==> config.mk <==
export PLATFORM = sky130hd
export DESIGN_NAME = rot_prio_resolver
export DESIGN_NICKNAME = d
export VERILOG_FILES = /design/src/rtl/rpr_pkg.sv /design/src/rtl/prio_rotator.sv /design/src/rtl/prio_first.sv /design/src/rtl/prio_level_unit.sv /design/src/rtl/rot_prio_resolver.sv
export SDC_FILE = /design/constraint.sdc
export NUM_CORES = 1
export LEC_CHECK = 0
export BUFFER_PORTS_ARGS = -buffer_cell sky130_fd_sc_hd__buf_2
export CAP_MARGIN = 20
export CORE_ASPECT_RATIO = 0.5
export CORE_MARGIN = 4
export CORE_UTILIZATION = 52
export DETAILED_ROUTE_END_ITERATION = 10
export PLACE_DENSITY = 0.87
export REMOVE_ABC_BUFFERS = 1
export SLEW_MARGIN = 40
export SYNTH_ARGS = -nofsm -noshare
export SYNTH_HDL_FRONTEND = slang
export SYNTH_SLANG_ARGS = --single-unit
export TNS_END_PERCENT = 100
==> constraint.sdc <==
create_clock -name vclk -period 5.1
set_input_delay 1.02 -clock vclk [all_inputs]
set_output_delay 1.02 -clock vclk [all_outputs]
set_load 0.005 [all_outputs]
==> src/rtl/rpr_pkg.sv <==
package rpr_pkg;

  // Role of each level-finding unit inside the resolver.
  typedef enum int {
    UNIT_PEND = 0,
    UNIT_CUR  = 1,
    UNIT_SVC  = 2
  } unit_e;

  localparam int NUM_UNITS = 3;

  // Circular addition of a level and an offset on a ring of n lines.
  function automatic int wrap_idx(input int lvl, input int ofs, input int n);
    int s;
    s = lvl + ofs;
    if (s >= n) s = s - n;
    return s;
  endfunction

endpackage

==> src/rtl/prio_rotator.sv <==
module prio_rotator #(
  parameter int N     = 8,
  parameter int IDX_W = $clog2(N)
) (
  input  logic [N-1:0]     vec,
  input  logic [IDX_W-1:0] ofs,
  output logic [N-1:0]     rot
);
  // rot[k] holds the bit that sits at priority level k.
  always_comb begin
    for (int k = 0; k < N; k++) begin
      logic [IDX_W:0] s;
      s = (IDX_W+1)'(k) + {1'b0, ofs};
      if (s >= (IDX_W+1)'(N)) s = s - (IDX_W+1)'(N);
      rot[k] = vec[s[IDX_W-1:0]];
    end
  end
endmodule

==> src/rtl/prio_first.sv <==
module prio_first #(
  parameter int N     = 8,
  parameter int LVL_W = $clog2(N+1)
) (
  input  logic [N-1:0]     rot,
  output logic [LVL_W-1:0] lvl
);
  // Smallest set position; N when the vector is empty.
  always_comb begin
    lvl = LVL_W'(N);
    for (int k = N-1; k >= 0; k--) begin
      if (rot[k]) lvl = LVL_W'(k);
    end
  end
endmodule

==> src/rtl/prio_level_unit.sv <==
module prio_level_unit #(
  parameter int N     = 8,
  parameter int IDX_W = $clog2(N),
  parameter int LVL_W = $clog2(N+1)
) (
  input  logic [N-1:0]     vec,
  input  logic [IDX_W-1:0] ofs,
  output logic [LVL_W-1:0] lvl
);
  logic [N-1:0] rot;

  prio_rotator #(.N(N), .IDX_W(IDX_W)) u_rot (
    .vec(vec),
    .ofs(ofs),
    .rot(rot)
  );

  prio_first #(.N(N), .LVL_W(LVL_W)) u_first (
    .rot(rot),
    .lvl(lvl)
  );
endmodule

==> src/rtl/rot_prio_resolver.sv <==
module rot_prio_resolver
  import rpr_pkg::*;
#(
  parameter int N            = 8,
  parameter bit HAS_CASCADE  = 1'b1,
  parameter int CASCADE_LINE = 2,
  localparam int IDX_W       = $clog2(N),
  localparam int LVL_W       = $clog2(N+1)
) (
  input  logic [N-1:0]     req_vec,
  input  logic [N-1:0]     mask_vec,
  input  logic [N-1:0]     isr_vec,
  input  logic [IDX_W-1:0] rot_offset,
  input  logic             nested_en,
  output logic             grant_valid,
  output logic [IDX_W-1:0] grant_line,
  output logic             svc_valid,
  output logic [IDX_W-1:0] svc_line
);
  logic [N-1:0] excl_mask;
  logic [NUM_UNITS-1:0][N-1:0]     unit_vec;
  logic [NUM_UNITS-1:0][LVL_W-1:0] unit_lvl;

  generate
    if (HAS_CASCADE) begin : g_casc
      always_comb begin
        excl_mask = '0;
        excl_mask[CASCADE_LINE] = nested_en;
      end
    end else begin : g_nocasc
      assign excl_mask = '0;
    end
  endgenerate

  assign unit_vec[UNIT_PEND] = req_vec & ~mask_vec;
  assign unit_vec[UNIT_CUR]  = isr_vec & ~excl_mask;
  assign unit_vec[UNIT_SVC]  = isr_vec;

  generate
    for (genvar g = 0; g < NUM_UNITS; g++) begin : g_unit
      prio_level_unit #(.N(N), .IDX_W(IDX_W), .LVL_W(LVL_W)) u_lvl (
        .vec(unit_vec[g]),
        .ofs(rot_offset),
        .lvl(unit_lvl[g])
      );
    end
  endgenerate

  logic [LVL_W-1:0] pend_lvl, cur_lvl, svc_lvl;
  assign pend_lvl = unit_lvl[UNIT_PEND];
  assign cur_lvl  = unit_lvl[UNIT_CUR];
  assign svc_lvl  = unit_lvl[UNIT_SVC];

  always_comb begin
    grant_valid = (pend_lvl < cur_lvl);
    grant_line  = '0;
    if (grant_valid)
      grant_line = IDX_W'(wrap_idx(int'(pend_lvl), int'(rot_offset), N));
    svc_valid = (svc_lvl != LVL_W'(N));
    svc_line  = '0;
    if (svc_valid)
      svc_line = IDX_W'(wrap_idx(int'(svc_lvl), int'(rot_offset), N));
  end
endmodule

=== Word-level counts from Yosys, hierarchy flattened ===
Cells that the tools add are included.

* Bits in registers: 0
* Bits of input ports: 28
* Output and inout port bits: 8
* Word-level logic and storage cells: 127

* Add/sub/neg operators: 19
* $lt $le $gt $ge: 19
* Equality and inequality tests: 1
* Muxes and demuxes: 84
* Bitwise operators: 4

{| class="wikitable"
|+ Operators with widths
! kind !! count
|-
| 4-bit 2-to-1 mux || 24
|-
| 1-bit binary-select mux with 3-bit select || 24
|-
| 3-bit 2-to-1 mux || 12
|-
| 3-bit by 4-bit < comparator with 1-bit output, second input constant || 8
|-
| 3-bit by 1-bit subtractor with 3-bit output, second input constant || 10
|-
| 4-bit >= comparator, second input constant || 7
|-
| 1-bit 2-to-1 mux || 24
|-
| 3-bit by 3-bit adder with 4-bit output, first input constant || 4
|-
| 8-bit bitwise AND || 2
|-
| 4-bit by 3-bit adder with 5-bit output || 2
|-
| 5-bit by 4-bit >= comparator with 1-bit output, second input constant || 2
|-
| 2-bit by 3-bit adder with 4-bit output, first input constant || 2
|-
| 3-bit inverter with 8-bit output || 1
|-
| 8-bit inverter || 1
|-
| 1-bit by 3-bit adder with 4-bit output, first input constant || 1
|-
| 3-bit by 4-bit >= comparator with 1-bit output, second input constant || 1
|-
| 4-bit < comparator || 1
|-
| 4-bit inequality test, second input constant || 1
|}

=== Depth between registers and ports, before layout ===
Gate-level depths: netlist (run 1).

* Depth in word-level cells: 17
* Mapped depth: 19
* Mapped depth without buffers: 16

=== Hierarchy ===
From an unflattened synthesis (run 1), not the netlist that was laid out.

* Cells, all modules: 209
* Area, all modules: 1885.6 µm²

{| class="wikitable"
|+ By module, submodules not included
! module !! times used !! cells each !! area each (µm²) !! sequential area each (µm²)
|-
| prio_rotator || 3 || 42 || 440.4 || 0.0
|-
| rot_prio_resolver || 1 || 41 || 305.3 || 0.0
|-
| prio_first || 3 || 14 || 86.3 || 0.0
|}

=== Least setup slack after synthesis (run 1) ===
No wires, ideal clock.

* Kind: input-to-output
* From: input port rot_offset[1]
* To: output port grant_line[0]
* Arrival: 4.352 ns
* Required time: 4.080 ns
* Slack: -0.272 ns
* Cell stages on the path: 13
* Path buffers: 2
* Cell sequence: buf_2 > buf_2 > inv_1 > ha_1 > xnor2_1 > mux4_2 > and3b_1 > inv_1 > nor4_1 > ha_1 > a2111oi_2 > a31oi_1 > nor3b_1

* Cells in the longest elaborated chain, start to end: 17
* Elaborated cells on any way between the ends: 85
* Those cells by class: add/sub: 17; order compare: 10; mux: 58

{| class="wikitable"
|+ RTL lines
! element !! line !! text
|-
| start, declared || rot_prio_resolver.sv:13 || <nowiki>input logic [IDX_W-1:0] rot_offset,</nowiki>
|-
| 3-bit by 3-bit adder with 4-bit output || prio_rotator.sv:13 || <nowiki>s = (IDX_W+1)'(k) + {1'b0, ofs};</nowiki>
|-
| 4-bit >= comparator or 3-bit by 1-bit subtractor with 3-bit output (tied branches) || prio_rotator.sv:14 || <nowiki>if (s >= (IDX_W+1)'(N)) s = s - (IDX_W+1)'(N);</nowiki>
|-
| 3-bit 2-to-1 mux || prio_rotator.sv:14 ||
|-
| 1-bit binary-select mux with 3-bit select || prio_rotator.sv:15 || <nowiki>rot[k] = vec[s[IDX_W-1:0]];</nowiki>
|-
| 1-bit 2-to-1 mux (not written as such) || prio_rotator.sv:15 ||
|-
| 4-bit 2-to-1 mux (8 in a row) || prio_first.sv:12 || <nowiki>if (rot[k]) lvl = LVL_W'(k);</nowiki>
|-
| 4-bit by 3-bit adder with 5-bit output || rpr_pkg.sv:15 || <nowiki>s = lvl + ofs;</nowiki>
|-
| 5-bit by 4-bit >= comparator with 1-bit output or 3-bit by 1-bit subtractor with 3-bit output (tied branches) || rpr_pkg.sv:16 || <nowiki>if (s >= n) s = s - n;</nowiki>
|-
| 3-bit 2-to-1 mux || rpr_pkg.sv:16 ||
|-
| 3-bit 2-to-1 mux * || rot_prio_resolver.sv:57 || <nowiki>if (grant_valid)</nowiki>
|-
| end, declared || rot_prio_resolver.sv:16 || <nowiki>output logic [IDX_W-1:0] grant_line,</nowiki>
|}

Mark *: on every way between the ends. The rest lies on a longest branch, timed or not. The select of a mux whose other input is x is not followed.

=== Worst setup path after layout (run 1) ===
* From: input port rot_offset[0]
* To: output port grant_line[0]

The elaborated chain is that of the path after synthesis.

==> summary.txt, run 1 <==
Global route
  – Number of global-route vias before repair: 1,635
  – Final global-route overflow total: 0
  – Tot GR Track Use: 22.3%
  – First-pass GRT wire length: 7070 um
  – Initial antenna violation count: 0
  – Largest net degree at the start of global routing: 19

Detailed routing
  – Pre-antenna DRT Iters: 5
  – Routed vias/inst: 6.84
  – Routed WL per cell: 20.4 um
  – Initial drt markers: 164
  – Vias: 1,785
  – Final wirelength: 5330 um
  – Remaining DRCs: 0
  – Post-route ant nets: 0

Floorplan
  – Total die area: 3930 um2
  – Num rows: 13
  – Die X: 84.7 um
  – Io pins: 36
  – Core area: 2700 um2
  – Die H: 46.4 um
  – Initial Utilization: 56.7%

Worst setup path
  – CP Capture Type: primary output
  – Critical path data arrival time: 4.20 ns
  – Startpoint Class: input pin
  – Critical Path RT: 4.08 ns
  – Largest fanout on the critical path: 4
  – CP Class: input pin to primary output

Yosys
  – Synth Cell Area: 1530 um2
  – Cells after Synth: 176
  – Post-synth cell types: 56
  – Register area share after synthesis: 0%
  – YS warnings: 0
  – Area leader, netlist: mux4_2
  – Share of the synthesized area in the top cell type: 23.5%
  – Synthesized area per cell: 8.69 um2
  – Top post-synthesis cells by area: mux4_2 (24%), nor2b_1 (6.1%), mux2_2 (5.9%)

Timing
  – Final period util: 102%
  – Final worst slack: -0.121 ns
  – Min cycle time layout: 5.22 ns
  – Slew Limit Fails: 0
  – Fmax: 192 MHz
  – # setup viols final: 4
  – Actual slew at the worst max-slew pin: 0.398 ns
  – RSZ-0062 raised after global routing: true
  – Worst hold slack: 2.73 ns
  – Endpoints failing hold: 0
  – Max-slew headroom: 72.7%

Final layout
  – Most frequent cells in the layout: buf_2 (35), nand2_1 (17), buf_4 (17)
  – Reg area: 0 um2
  – Proportion of layout cells with a drive suffix above 1: 47.8%
  – Commonest non-fill, non-tap cell in the layout: buf_2
  – Area grow syn2layout: 29.5%
  – Nets: 263
  – Clock buf count: 0
  – Final Core Density: 73.4%
  – N_diodes: 0
  – FFs & Latches: 0

Pwr
  – Leak pwr: 0.830 nW
  – Max VDD drop: 85.5 uV
  – Pwr dens: 191 nW/um2

CTS
  – Hold-fix buffers at CTS: 0

Run status
  – Status: complete, but fails checks
  – Failing checks: negative setup slack

Place
  – Hpwl dp: 3430 um
  – Port Buf Inserts: 36
  – GPL Wtd Cong: 0.931

Flow run
  – Max-cap violations: 0

Worst hold path
  – Worst hold-check path type: input pin to primary output
critical path, stage by stage:
cell and delay (ns):
buf_2 0.16, inv_2 0.08, ha_4 0.19, xnor2_2 0.24
mux4_2 0.56, and3b_2 0.29, inv_1 0.07, nor4_2 0.30
ha_1 0.33, a2111oi_4 0.41, a31oi_4 0.18, nor3b_1 0.22
buf_2 0.14
what timing repair did:
action                     in CTS  in global routing
gates resized for setup        10                 16
setup endpoints to repair       4                  5
gates cloned                    0                  0
setup buffers                   0                  5
pin swaps                       0                  7
synthesized netlist by cell type (2+ instances only):
cell type / number
nor2b_1: 15
mux2_2: 8
buf_6: 4
nand3b_1: 2
a21boi_0: 2
xnor2_1: 5
fa_1: 2
nor3_1: 4
xor2_1: 2
o21ai_0: 10
nand2b_1: 6
o21a_1: 2
a31oi_1: 2
nand2_1: 17
inv_1: 10
a31o_2: 2
nor2_1: 11
buf_2: 3
ha_1: 7
mux4_2: 16
nand3_1: 3
a21oi_1: 7
and3b_1: 2
o22ai_1: 2
cell type report:
type / instances / area, um2
timing repair buffer: 56 / 353
fill: 175 / 718
multi-input combinational: 157 / 1540
inverter: 11 / 41.3
tap: 37 / 46.3
stage by stage:
stage	instance area [um2]	std cells	worst slack, ns	power [mW]	TNS, ns
floorplan	1470	168	0.125	0.203	0
global placement	1820	256	0.0626	0.290	0
detailed placement	1820	256	-0.118	0.303	-0.249
CTS	1860	256	0.0100	0.316	0
global route	1980	261	-0.227	0.403	-0.707
finish	1980	261	-0.121	0.378	-0.270
kinds of logic after synthesis:
logic type / synth area share [%]
AO/OA/AOI/OAI: 17.2
XOR/XNOR: 5.07
adder cells (fa/ha/maj): 8.34
buffers and inverters: 6.87
multiplexers: 32.5
AND/OR/NAND/NOR: 30.0
path summary, 6_finish.rpt:
check,from,endpoint,slack [ns],depth (start not counted)
max,rot_offset[0],grant_line[0],-0.12,13
min,rot_offset[2],svc_line[2],2.73,4
routing by layer:
layer | vias up | routed length [um] | share of wire, % | track usage (%)
met1 | 844 | 1960 | 37 | 25.1
met2 | 146 | 2710 | 51 | 45.6
met3 | 34 | 486 | 9.1 | 1.43
met4 | 0 | 176 | 3.3 | 8.83
met5 | - | 0 | 0 | 0
li1 | 761 | - | - | -
report_power, final:
part	total, mW	leakage (nW)	switching [mW]	internal, mW
Clock	0	0	0	0
Sequential	0	0	0	0
Combinational	0.378	0.830	0.199	0.179
No activity file was read; power rests on OpenSTA's default activity.
==> run 2: changes to the inputs <==
--- a/config.mk
+++ b/config.mk
@@ -9,12 +9,13 @@
 export CAP_MARGIN = 20
 export CORE_ASPECT_RATIO = 0.5
 export CORE_MARGIN = 4
-export CORE_UTILIZATION = 52
+export CORE_UTILIZATION = 54
 export DETAILED_ROUTE_END_ITERATION = 10
-export PLACE_DENSITY = 0.87
+export PLACE_DENSITY_LB_ADDON = 0.15
 export REMOVE_ABC_BUFFERS = 1
-export SLEW_MARGIN = 40
+export SLEW_MARGIN = 20
 export SYNTH_ARGS = -nofsm -noshare
 export SYNTH_HDL_FRONTEND = slang
+export SYNTH_HIERARCHICAL = 1
 export SYNTH_SLANG_ARGS = --single-unit
 export TNS_END_PERCENT = 100
==> summary.txt, run 2 <==
Worst setup path
  – Cell Chain, Critical Path: clkbuf_4 -> buf_12 -> mux4_1 -> mux2_2 -> inv_1 -> a21oi_1 -> o41ai_2 -> ha_2 -> inv_1 -> fa_1 -> xnor2_1 -> xnor2_1 -> nor2_1 -> buf_2
  – Critical path data arrival time: 3.94 ns (-0.26 ns)
  – Startpoint Class: input pin
  – CP Capture Type: primary output
  – Crit-path max cell delay: 0.57 ns (about the same)
  – Largest fanout on the critical path: 14 (+10)
  – Slowest CP cell: mux4_1
  – Critical Path RT: 4.08 ns (about the same)
  – CP Class: input pin to primary output

Detailed routing
  – Pre-antenna DRT Iters: 4 (-1)
  – Remaining DRCs: 0 (unchanged)
  – Final wirelength: 4770 um (-11%)
  – Vias: 1,819 (+1.9%)
  – Initial drt markers: 53 (-68%)
  – Post-route ant nets: 0 (unchanged)
  – Routed vias/inst: 6.08 (-11%)
  – Routed WL per cell: 16.0 um (-22%)

Global route
  – Initial antenna violation count: 0 (unchanged)
  – Final global-route overflow total: 0 (unchanged)
  – First-pass GRT wire length: 7510 um (+6.3%)
  – Tot GR Track Use: 19.4% (-2.9 points)
  – Largest net degree at the start of global routing: 29 (+10)
  – Number of global-route vias before repair: 1,716 (+5.0%)

Yosys
  – Top post-synthesis cells by area: mux2_2 (18%), mux4_1 (17%), ha_1 (7.3%)
  – Most frequent cell after synthesis: mux2_2
  – Synthesized area per cell: 9.02 um2 (+3.8%)
  – Most frequent cells after synthesis: mux2_2 (30), nor2b_1 (19), inv_1 (17)
  – Register area share after synthesis: 0% (unchanged)
  – Area leader, netlist: mux2_2
  – Share of the synthesized area in the top cell type: 17.9% (-5.6 points)
  – Synth Cell Area: 1890 um2 (+23%)
  – Post-synth cell types: 28 (-50%)
  – YS warnings: 6 (+6)
  – Cells after Synth: 209 (+19%)

Floorplan
  – Io pins: 36 (unchanged)
  – Initial Utilization: 59.5% (+2.8 points)
  – Die H: 49.8 um (+7.4%)
  – Num rows: 14 (+1)
  – Die X: 91.6 um (+8.1%)
  – Total die area: 4560 um2 (+16%)
  – Core area: 3170 um2 (+17%)

Final layout
  – Most frequent cells in the layout: buf_2 (35), mux2_2 (30), nor2b_1 (19)
  – Reg area: 0 um2 (unchanged)
  – Proportion of layout cells with a drive suffix above 1: 41.8% (-5.9 points)
  – Nets: 294 (+12%)
  – N_diodes: 0 (unchanged)
  – Area grow syn2layout: 22.3%
  – FFs & Latches: 0 (unchanged)
  – Area of the multi-input gates: 1840 um2 (+20%)
  – Clock buf count: 0 (unchanged)
  – # fillers: 243 (+39%)
  – Commonest non-fill, non-tap cell in the layout: buf_2

Pwr
  – Final total power: 336 uW (-11%)
  – Max VDD drop: 122 uV (+43%)
  – Pwr dens: 146 nW/um2 (-24%)
  – Leak pwr: 0.988 nW (+19%)

Timing
  – # setup viols final: 0 (-4)
  – Worst hold slack: 2.71 ns (-0.0157 ns)
  – Endpoints failing hold: 0 (unchanged)
  – Fmax: 202 MHz (+5.4%)
  – Max-slew headroom: 68.2% (-4.5 points)
  – Slew Limit Fails: 0 (unchanged)
  – Actual slew at the worst max-slew pin: 0.477 ns (+0.0786 ns)
  – Fin Setup TNS: 0 ns (+0.270 ns)
  – Min cycle time layout: 4.96 ns (-0.265 ns)
  – Final period util: 97.2% (-5.2 points)

CTS
  – Hold-fix buffers at CTS: 0 (unchanged)

Place
  – Hpwl dp: 3590 um (+4.5%)
  – GPL Wtd Cong: 0.801 (-14%)
  – Port Buf Inserts: 36 (unchanged)

Flow run
  – Max-cap violations: 0 (unchanged)

Worst hold path
  – Worst hold-check path type: input pin to primary output

Run status
  – Status: completed
run 2: changes by cell type in the layout (fill, tap and decap cells not counted), sizes merged, moves of 8 or more:
cell,change
mux2,+21
nand2,-13
a221oi,+12
mux2i,+10
nor3,+8
o21ai,-8
run 2: critical path: cells and delay by family:
kind	cells	cell delay (ns)
multiplexers	2	0.88
adder cells (fa/ha/maj)	2	0.60
buffers and inverters	5	0.57
AO/OA/AOI/OAI	2	0.45
XOR/XNOR	2	0.34
AND/OR/NAND/NOR	1	0.05
run 2: final cells by class:
type	count	area share, %
tap	48	2.60
inverter	17	2.93
timing repair buffer	51	14.5
multi-input combinational	183	79.9
run 2: cell families (layout without fill, tap and decap cells):
family	count (synthesis)	after routing	share of synthesized area, %
xor gates and xnor gates	19	19	8.83
buffers and inverters	26	68	7.17
adders and majority gates	13	13	9.42
and+or+nand+nor	59	59	17.7
AOI/OAI and AO/OA	38	38	15.9
muxes	54	54	41.0
run 2: final timing paths:
check	from	endpoint	slack, ns	cells past startpoint
max	rot_offset[0]	svc_line[2]	0.14	14
min	rot_offset[1]	svc_line[1]	2.71	6
run 2: per-stage QoR:
step | setup WS (ns) | instance area (um2) | utilization [%] | std cells
2_1_floorplan | 0.523 | 1810 | - | 200
3_3_place_gp | 0.126 | 2130 | 67.2 | 291
3_5_place_dp | -0.0204 | 2130 | 67.2 | 291
4_1_cts | 0.0418 | 2140 | 67.6 | 291
5_1_grt | -0.0210 | 2310 | 72.7 | 299
6_report | 0.144 | 2310 | 72.7 | 299
run 2: layer usage:
layer	part of all wire (%)	up-vias	GRT usage [%]	wire [um]
li1	-	892	-	-
met1	45	863	24.3	2120
met2	51	60	37.5	2410
met3	4.0	4	0.760	193
met4	0.80	0	3.25	38
met5	0	-	0	0
run 2: power by group:
part | switching (mW) | internal (mW) | total (mW) | leakage, nW
Combinational | 0.170 | 0.166 | 0.336 | 0.988
Sequential | 0 | 0 | 0 | 0
Clock | 0 | 0 | 0 | 0
run 2: what timing repair did:
action                                  in CTS  in global routing
endpoints found under the setup margin       1                  5
setup buffers                                0                  7
cloned                                       0                  1
pin swaps                                    0                  9
gates resized for setup                      2                 18
==> run 3: changes to the inputs <==
--- a/config.mk
+++ b/config.mk
@@ -9,13 +9,12 @@
 export CAP_MARGIN = 20
 export CORE_ASPECT_RATIO = 0.5
 export CORE_MARGIN = 4
-export CORE_UTILIZATION = 54
+export CORE_UTILIZATION = 55
 export DETAILED_ROUTE_END_ITERATION = 10
 export PLACE_DENSITY_LB_ADDON = 0.15
 export REMOVE_ABC_BUFFERS = 1
 export SLEW_MARGIN = 20
 export SYNTH_ARGS = -nofsm -noshare
 export SYNTH_HDL_FRONTEND = slang
-export SYNTH_HIERARCHICAL = 1
 export SYNTH_SLANG_ARGS = --single-unit
 export TNS_END_PERCENT = 100
==> constraint.sdc (replaced) <==
create_clock -name vclk -period 4.85
set_input_delay 0.97 -clock vclk [all_inputs]
set_output_delay 0.97 -clock vclk [all_outputs]
set_load 0.005 [all_outputs]
==> summary.txt, run 3 (synthesized netlist as in run 1, its figures left out) <==
Detailed routing
  – Top Layer Used: met4
  – Pre-antenna DRT Iters: 5 (+1)
  – Routed WL per cell: 22.8 um (+43%)
  – Remaining DRCs: 0 (unchanged)
  – Routed wl met2: 3120 um (+29%)
  – Vias: 2,030 (+12%)
  – Metal-1 WL: 2460 um (+16%)
  – Final wirelength: 6740 um (+41%)
  – Routed vias/inst: 6.86 (+13%)
  – Post-route ant nets: 0 (unchanged)
  – Met3 routed WL: 789 um (+310%)
  – Initial drt markers: 196 (+270%)

Pwr
  – Max VDD drop: 153 uV (+25%)
  – Leak pwr: 1.05 nW (+5.8%)
  – Pwr dens: 204 nW/um2 (+40%)
  – Final total power: 490 uW (+46%)

Global route
  – Initial antenna violation count: 0 (unchanged)
  – Final global-route overflow total: 0 (unchanged)
  – Tot GR Track Use: 31.5% (+12 points)
  – Largest net degree at the start of global routing: 13 (-55%)
  – First-pass GRT wire length: 8960 um (+19%)
  – Number of global-route vias before repair: 1,909 (+11%)

Worst setup path
  – WP buf/inv: 6 (+1)
  – Top cell family by delay on the critical path: simple AND/OR/NAND/NOR gates
  – Cell Chain, Critical Path: buf_12 -> buf_12 -> and4bb_4 -> or4_4 -> mux2_4 -> buf_4 -> inv_1 -> nand4bb_1 -> nand2_1 -> ha_1 -> inv_1 -> fa_1 -> xnor2_2 -> xnor2_1 -> nor3_2 -> buf_2
  – Crit-path max cell delay: 0.54 ns (-0.03 ns)
  – Startpoint Class: input pin
  – Critical Path RT: 3.88 ns (-0.20 ns)
  – Largest fanout on the critical path: 5 (-9)
  – CP Capture Type: primary output
  – Critical path data arrival time: 4.02 ns (+0.08 ns)
  – Slowest CP cell: or4_4
  – CP Class: input pin to primary output

Timing
  – Final worst slack: -0.145 ns (-0.289 ns)
  – Min cycle time layout: 4.99 ns
  – Slew Limit Fails: 0 (unchanged)
  – Fmax: 200 MHz
  – # setup viols final: 5 (+5)
  – Max-slew headroom: 73.9% (+5.7 points)
  – Endpoints failing hold: 0 (unchanged)
  – Actual slew at the worst max-slew pin: 0.388 ns (-0.0891 ns)
  – Final period util: 103%
  – RSZ-0062 raised after global routing: true
  – Fin Setup TNS: -0.487 ns (-0.487 ns)

Floorplan
  – Io pins: 36 (unchanged)
  – Num rows: 13 (-1)
  – Die X: 82.6 um (-9.8%)
  – Initial Utilization: 58.4% (-1.0 points)
  – Core area: 2620 um2 (-17%)
  – Die H: 45.3 um (-9.0%)
  – Total die area: 3740 um2 (-18%)

Place
  – Area after DPL: 1950 um2 (-8.4%)
  – Hpwl dp: 3710 um (+3.2%)
  – Dpl ws: -0.256 ns (-0.236 ns)
  – GPL Wtd Cong: 0.917 (+14%)
  – Port Buf Inserts: 36 (unchanged)

Final layout
  – Reg area: 0 um2 (unchanged)
  – Cell area after layout: 2410 um2 (+4.4%)
  – Area grow syn2layout: 57.3%
  – Clock buf count: 0 (unchanged)
  – Nets: 298 (+1.4%)
  – Proportion of layout cells with a drive suffix above 1: 61.4% (+20 points)
  – Most frequent cells in the layout: buf_4 (50), buf_2 (33), nand2_1 (17)
  – FFs & Latches: 0 (unchanged)
  – Commonest non-fill, non-tap cell in the layout: buf_4
  – # fillers: 104 (-57%)
  – N_diodes: 0 (unchanged)

Run status
  – Status: complete, but fails checks
  – Failing checks: negative setup slack

Flow run
  – Max-cap violations: 0 (unchanged)

CTS
  – Hold-fix buffers at CTS: 0 (unchanged)

Worst hold path
  – Hold Path End: svc_line[2]
  – Hold path start: rot_offset[2]
  – Worst hold-check path type: input pin to primary output
  – Hold Crit Depth: 5 (-1)
==> run 3: cell count changes in the layout (fill, tap and decap cells not counted), sizes merged, moves of 5 or more <==
cell	change
a211oi	-5
a221oi	-12
buf	+43
inv	-5
mux2	-21
mux2i	-10
nand2	+13
nand2b	+6
nor3	-8
o21ai	+8
xor2	-7
==> run 3: area by class of cell <==
class / count / area [um2] / area share [%]
Timing Repair Buffer: 91 / 689 / 28.6
Inverter: 11 / 46.3 / 1.92
Multi-Input combinational cell: 157 / 1630 / 67.5
Tap cell: 37 / 46.3 / 1.92
==> run 3: how the worst max path moves through the flow <==
stage	startpoint	end	slack, ns	cells past startpoint
floorplan	rot_offset[1]	grant_line[0]	-0.02	11
global placement	rot_offset[0]	grant_line[0]	-0.08	13
detailed placement	rot_offset[0]	grant_line[0]	-0.26	13
CTS	rot_offset[1]	grant_line[1]	0.004	13
global route	rot_offset[0]	grant_line[1]	-0.27	14
finish	rot_offset[0]	grant_line[2]	-0.14	16
==> run 3: per-layer routing <==
layer / vias up / global-route usage (%)
met3: 51 / 2.79
met5: - / 0
li1: 833 / -
met4: 0 / 9.77
met1: 953 / 40.9
met2: 193 / 56.5
==> run 3: per-stage QoR <==
step	util, %	std cells	hold slack [ns]
floorplan	-	168	2.15
global placement	74.6	274	2.60
detailed placement	74.6	274	2.61
CTS	86.9	289	2.62
global route	91.9	296	2.67
finish	91.9	296	2.64
==> run 3: power by group <==
group	switching (mW)	internal, mW
clock	0	0
combinational	0.244	0.246
sequential	0	0
total	0.244	0.246
==> run 3: timing repair <==
item | CTS | global route
hold endpoints to repair | 0 | 0
endpoints found under the setup margin | 4 | 5
gates resized for setup | 33 | 25
pin swaps | 18 | 15
setup buffers | 13 | 7
cloned | 2 | 0
